--- config.mk ---
export PLATFORM = sky130hd
export DESIGN_NAME = dual_dac_loader
export DESIGN_NICKNAME = d
export VERILOG_FILES = /design/src/rtl/dacif_pkg.sv /design/src/rtl/dacif_sync.sv /design/src/rtl/dacif_decode.sv /design/src/rtl/dacif_chan.sv /design/src/rtl/dual_dac_loader.sv
export SDC_FILE = /design/constraint.sdc
export NUM_CORES = 1
export LEC_CHECK = 0
export ABC_AREA = 1
export CAP_MARGIN = 20
export CELL_PAD_IN_SITES_DETAIL_PLACEMENT = 1
export CELL_PAD_IN_SITES_GLOBAL_PLACEMENT = 1
export CORE_MARGIN = 3
export CORE_UTILIZATION = 40
export DETAILED_ROUTE_END_ITERATION = 16
export PLACE_DENSITY_LB_ADDON = 0.25
export SETUP_SLACK_MARGIN = 0.5
export SYNTH_ARGS = -nofsm -noshare
export SYNTH_HDL_FRONTEND = slang
export SYNTH_SLANG_ARGS = --single-unit
--- constraint.sdc ---
create_clock -name clk -period 1.8 [get_ports clk]
set_input_delay 0.36 -clock clk [delete_from_list [all_inputs] [get_ports clk]]
set_output_delay 0.36 -clock clk [all_outputs]
set_load 0.01 [all_outputs]
--- src/rtl/dacif_pkg.sv ---
package dacif_pkg;

    // Number of converter channels served by the interface
    localparam int NCH = 2;

    // Decoded target of one synchronized bus cycle
    typedef enum logic [1:0] {
        TGT_NONE = 2'd0,
        TGT_LO   = 2'd1,
        TGT_HI   = 2'd2,
        TGT_CMD  = 2'd3
    } tgt_e;

endpackage

--- src/rtl/dacif_sync.sv ---
module dacif_sync #(
    parameter int          W       = 8,
    parameter int          STAGES  = 2,
    parameter logic [W-1:0] RST_VAL = '0
) (
    input  logic         clk,
    input  logic         rst_n,
    input  logic [W-1:0] din,
    output logic [W-1:0] dout
);

    typedef struct packed {
        logic [STAGES-1:0][W-1:0] pipe;
    } sync_t;

    sync_t s_d, s_q;

    always_comb begin
        s_d = s_q;
        s_d.pipe[0] = din;
        for (int i = 1; i < STAGES; i++) begin
            s_d.pipe[i] = s_q.pipe[i-1];
        end
    end

    generate
        for (genvar g = 0; g < STAGES; g++) begin : g_stage
            always_ff @(posedge clk or negedge rst_n) begin
                if (!rst_n) s_q.pipe[g] <= RST_VAL;
                else        s_q.pipe[g] <= s_d.pipe[g];
            end
        end
    endgenerate

    assign dout = s_q.pipe[STAGES-1];

endmodule

--- src/rtl/dacif_decode.sv ---
module dacif_decode
    import dacif_pkg::*;
#(
    parameter bit CMD_LOAD_EN = 1'b1
) (
    input  logic           sel_n,
    input  logic           wstb_n,
    input  logic [2:0]     addr,
    output logic [NCH-1:0] wr_lo,
    output logic [NCH-1:0] wr_hi,
    output logic           cmd_hit
);

    tgt_e tgt;
    logic active;

    always_comb begin
        active = !sel_n && !wstb_n;
        tgt    = TGT_NONE;
        if (active) begin
            if (addr[2]) tgt = CMD_LOAD_EN ? TGT_CMD : TGT_NONE;
            else         tgt = addr[0] ? TGT_HI : TGT_LO;
        end
    end

    generate
        for (genvar c = 0; c < NCH; c++) begin : g_ch
            assign wr_lo[c] = (tgt == TGT_LO) && (addr[1] == c[0]);
            assign wr_hi[c] = (tgt == TGT_HI) && (addr[1] == c[0]);
        end
    endgenerate

    assign cmd_hit = (tgt == TGT_CMD);

endmodule

--- src/rtl/dacif_chan.sv ---
module dacif_chan #(
    parameter int DATA_W = 8,
    parameter int CODE_W = 12
) (
    input  logic              clk,
    input  logic              rst_n,
    input  logic              wr_lo,
    input  logic              wr_hi,
    input  logic [DATA_W-1:0] bus,
    input  logic              load,
    output logic [CODE_W-1:0] stage_word,
    output logic [CODE_W-1:0] live_code
);

    localparam int HI_W = CODE_W - DATA_W;

    typedef struct packed {
        logic [HI_W-1:0]   hi;
        logic [DATA_W-1:0] lo;
        logic [CODE_W-1:0] live;
    } chan_t;

    chan_t c_d, c_q;

    always_comb begin
        c_d = c_q;
        if (wr_lo) c_d.lo = bus;
        if (wr_hi) c_d.hi = bus[HI_W-1:0];
        if (load)  c_d.live = {c_q.hi, c_q.lo};
    end

    always_ff @(posedge clk or negedge rst_n) begin
        if (!rst_n) c_q <= '0;
        else        c_q <= c_d;
    end

    assign stage_word = {c_q.hi, c_q.lo};
    assign live_code  = c_q.live;

endmodule

--- src/rtl/dual_dac_loader.sv ---
module dual_dac_loader
    import dacif_pkg::*;
#(
    parameter int DATA_W      = 8,
    parameter int CODE_W      = 12,
    parameter int ADDR_W      = 3,
    parameter int SYNC_STAGES = 2,
    parameter bit CMD_LOAD_EN = 1'b1
) (
    input  logic              clk,
    input  logic              rst_n,
    input  logic              sel_n,
    input  logic              wstb_n,
    input  logic [ADDR_W-1:0] addr,
    input  logic [DATA_W-1:0] bus,
    input  logic              ld_n,
    output logic [CODE_W-1:0] code_a,
    output logic [CODE_W-1:0] code_b
);

    localparam int SYNC_W = 3 + ADDR_W + DATA_W;
    localparam logic [SYNC_W-1:0] SYNC_IDLE = {3'b111, {(ADDR_W + DATA_W){1'b0}}};

    logic [SYNC_W-1:0] raw, synced;
    logic              s_sel_n, s_wstb_n, s_ld_n;
    logic [ADDR_W-1:0] s_addr;
    logic [DATA_W-1:0] s_bus;

    assign raw = {sel_n, wstb_n, ld_n, addr, bus};

    dacif_sync #(
        .W       (SYNC_W),
        .STAGES  (SYNC_STAGES),
        .RST_VAL (SYNC_IDLE)
    ) u_sync (
        .clk   (clk),
        .rst_n (rst_n),
        .din   (raw),
        .dout  (synced)
    );

    assign {s_sel_n, s_wstb_n, s_ld_n, s_addr, s_bus} = synced;

    logic [NCH-1:0] wr_lo, wr_hi;
    logic           cmd_hit;

    dacif_decode #(
        .CMD_LOAD_EN (CMD_LOAD_EN)
    ) u_dec (
        .sel_n   (s_sel_n),
        .wstb_n  (s_wstb_n),
        .addr    (s_addr[2:0]),
        .wr_lo   (wr_lo),
        .wr_hi   (wr_hi),
        .cmd_hit (cmd_hit)
    );

    // Load request: external strobe low or command write in progress
    typedef struct packed {
        logic req_low;
    } ldst_t;

    ldst_t l_d, l_q;
    logic  req_low_now;
    logic  load_rise;

    always_comb begin
        req_low_now = !s_ld_n || cmd_hit;
        load_rise   = l_q.req_low && !req_low_now;
        l_d         = l_q;
        l_d.req_low = req_low_now;
    end

    always_ff @(posedge clk or negedge rst_n) begin
        if (!rst_n) l_q <= '0;
        else        l_q <= l_d;
    end

    logic [NCH-1:0][CODE_W-1:0] stage_word;
    logic [NCH-1:0][CODE_W-1:0] live_code;

    generate
        for (genvar c = 0; c < NCH; c++) begin : g_chan
            dacif_chan #(
                .DATA_W (DATA_W),
                .CODE_W (CODE_W)
            ) u_chan (
                .clk        (clk),
                .rst_n      (rst_n),
                .wr_lo      (wr_lo[c]),
                .wr_hi      (wr_hi[c]),
                .bus        (s_bus),
                .load       (load_rise),
                .stage_word (stage_word[c]),
                .live_code  (live_code[c])
            );
        end
    endgenerate

    assign code_a = live_code[0];
    assign code_b = live_code[1];

endmodule

==> summary.txt <==
Outcome
  • Result of the run: finished, final reports clean

Worst setup path
  • Startpoint class of the critical path: flip-flop
  • Worst-path fanout max: 14
  • Data required, critical path: ~2.0 ns
  • Number of buffer and inverter stages on the critical path: 1
  • RR Startpoint: u_sync.dout[12]
  • Worst r2r dst: g_chan[1].u_chan.stage_word[5]
  • Depth of the worst register-to-register path: 5
  • Capturing element of the worst setup path: g_chan[1].u_chan.stage_word[5]
  • Number of gates on the worst path with buffers counted: 5
  • Cell type of the slowest stage on the worst timing path: dfstp_2
  • CP max stage delay: around 0.38 ns
  • Worst reg-to-reg setup slack: 0.54 ns
  • Arrival time at the worst endpoint: about 1.5 ns
  • Origin of the worst setup path: u_sync.dout[12]
  • Family with the most delay on the worst path: simple AND/OR/NAND/NOR gates
  • CP cell instances: nor2_4 > buf_4 > nand3_4 > nand2_1 > o21ai_0
  • WS Path Type: reg -> reg
  • Endpoint type of the worst setup path: flip-flop

Global routing
  • Number of global-route vias before repair: between 1500 and 2000
  • Global-route usage over all layers: 0.170
  • Wire length of the first global-routing pass: roughly 9800 um
  • Global-route congestion overflow total: 0
  • Initial antenna violation count: 0
  • Largest net degree at the start of global routing: 37

STA
  • Hold Vio Cnt, Final: 0
  • Tcrit/Tclk final: 0.699
  • Slew at the pin with the worst max-slew slack: between 0.4 and 0.5 ns
  • Worst rel slew slack: 0.730
  • Setup violators final: 0
  • Sum of negative setup slack: 0 ns
  • Minimum period implied by the final worst setup slack: around 1.3 ns
  • Final slew viol count: 0
  • Hold WS: 0.346 ns
  • Maximum operating frequency: 0.794 GHz
  • Maximum clock skew at final layout: approximately 0.011 ns
  • Setup repair after global routing missed its margin: yes

Logic synthesis
  • Number of synthesis warnings: 0
  • Mapped Area: 0.00275 mm^2
  • Part of the Yosys area used for sequential elements: 0.704
  • Syn Nets: 254
  • Number of instances in the synthesized netlist: about 240
  • Distinct cell type count of the synthesized netlist: 18
  • Avg Cell Area, Syn: around 12 um^2
  • Synthesized flop and latch total: 77

Worst hold path
  • Path type of the worst min-delay path: reg -> reg

CTS
  • Sink Count: 77
  • Clock input transition at the sequential cells of the worst setup and hold paths: 0.08 ns
  • Maximum clock path buffer count: 2
  • Worst-Skew Late Latency: around 0.35 ns
  • Clock H-tree levels: 3
  • Root buffer cell: clkbuf_8
  • Number of clock buffers inserted by TritonCTS: 9
  • TritonCTS clock tree: yes

Power and ir drop
  • Maximum vdd ir drop: approximately 0.77 mV
  • Cell area power density: about 1300 mW/mm^2
  • Leakage power figure: 0.00179 uW

Final layout
  • Area used by sequential logic in the layout: approximately 0.0019 mm^2
  • Antenna diode instance count: 0
  • Final nets: 315
  • Fill cell instance count of the final layout: 690
  • Share of cells above drive strength 1: 0.253
  • Footprint of the multi-input gates: 754 um^2
  • Post-synthesis to final-layout area growth: 29.2%
  • Non-Filler Instances: 381

Routing
  • Met3 routed wirelength: ~260 um
  • Routed wire length per instance: about 17 um
  • Highest routing layer actually used: met4
  • Total via count in the routed design: about 2000
  • Aggregate routed wire length: ~6400 um
  • DR pass1 iterations: 4
  • Routed via count divided by cell count: 5.24
  • Violation count after the first detailed-route iteration: slightly below 90
  • Post-Route M1 WL: between 2000 and 3000 um
  • Number of nets with antenna violations after detailed routing: 0
  • Met2 routed WL: between 3000 and 4000 um
  • DRC viols: 0

Floorplanning
  • Cell row count: 29
  • Horizontal die dimension: around 89 um
  • Core region area: 0.00649 mm^2
  • Ports: 40
  • Initial standard-cell utilization of the core: 0.423
  • Floorplan die height: around 89 um
  • Die Area: 0.00790 mm^2

Placement
  • Hpwl dp: approximately 3800 um
  • Placer's final routability congestion estimate: 0.754
  • Total instance count after detailed placement: between 300 and 400
  • Buffers added on ports: 39

Run
  • Max capacitance violation total: 0
power breakdown:
| part | switching [uW] | leakage, uW | internal, uW |
|---|---|---|---|
| combinational | 361 | 0.000700 | 298 |
| clock | 607 | 0.000141 | 1200 |
| sequential | 160 | 0.000948 | 2000 |
| total | 1130 | 0.00179 | 3500 |
synth_stat cells, drive strengths merged:
master,count,area share
nand2,82,0.11
dfrtp,71,0.65
nand4,32,0.073
o21ai,16,0.029
buf,12,0.031
inv,10,0.014
dfstp,6,0.057
nand3,5,0.023
nor2,3,0.010
clkbuf,1,0.0014
worst min path at each step:
stage,slack (ns),depth (start not counted),startpoint,endpoint
floorplan,0.06,0,rst_n,g_chan[0].u_chan.live_code[0]
global placement,0.26,1,rst_n,g_chan[1].u_chan.live_code[10]
detailed placement,0.26,1,rst_n,g_chan[1].u_chan.live_code[3]
CTS,0.35,0,u_sync.s_d[21],u_sync.dout[7]
global route,0.36,0,u_sync.s_d[26],u_sync.dout[12]
finish,0.35,0,u_sync.s_d[21],u_sync.dout[7]
what timing repair did:
action | in CTS | in global routing
hold buffers | 1 | 0
gates cloned | 0 | 4
endpoints found under the hold margin | 18 | 0
buffers inserted | 10 | 3
resized for setup | 96 | 7
pin swaps | 0 | 2
endpoints found under the setup margin | 34 | 42
sequential cells by signal, summed over array words and instances (netlist names):
register                  count
g_chan.u_chan.live_code      24
g_chan.u_chan.stage_word     24
l_q                           1
u_sync.dout                  14
u_sync.s_d                   14
per-stage QoR:
step / total power, uW / setup slack (ns) / cell area, um^2 / util
3_5_place_dp: 2870 / 0.484 / 3200 / 0.493
2_1_floorplan: 2450 / 0.608 / 2750 / -
5_1_grt: 4880 / 0.449 / 3550 / 0.547
3_3_place_gp: 2830 / 0.530 / 3200 / 0.493
6_report: 4630 / 0.541 / 3550 / 0.547
4_1_cts: 4650 / 0.468 / 3450 / 0.531
kinds of logic after synthesis:
kind of cell | Yosys count | synth area share
flops | 77 | 0.704
simple gates | 122 | 0.221
compound gates | 16 | 0.0292
buf+inv | 23 | 0.0456
cell type report:
cell class,count,share of cell area
sequential,77,0.545
clock inverter,6,0.0448
multi-input combinational,142,0.213
tap,77,0.0271
timing repair buffer,59,0.124
inverter,10,0.0106
clock buffer,10,0.0360
worst register-to-register path, cell delays in order (launching register included):
cell,delay (ns)
dfstp_2,0.38
nor2_4,0.13
buf_4,0.26
nand3_4,0.18
nand2_1,0.12
o21ai_0,0.09
placed cells by master (no fill, tap or decap), drive strengths merged:
master,n
buf,44
inv,10
nand2,82
clkdlybuf4s50,14
dfrtp,71
dfstp,6
clkbuf,10
nand4,32
nor2,3
bufinv,5
o21ai,16
dlygate4sd3,1
clkinv,1
nand3,9
per-layer routing:
| metal | track usage | vias to the layer above |
|---|---|---|
| met3 | 0.0438 | 17 |
| met5 | 0 | - |
| li1 | - | 923 |
| met1 | 0.208 | 1006 |
| met2 | 0.274 | 50 |
| met4 | 0.0948 | 0 |
No activity file was read; power rests on OpenSTA's default activity.
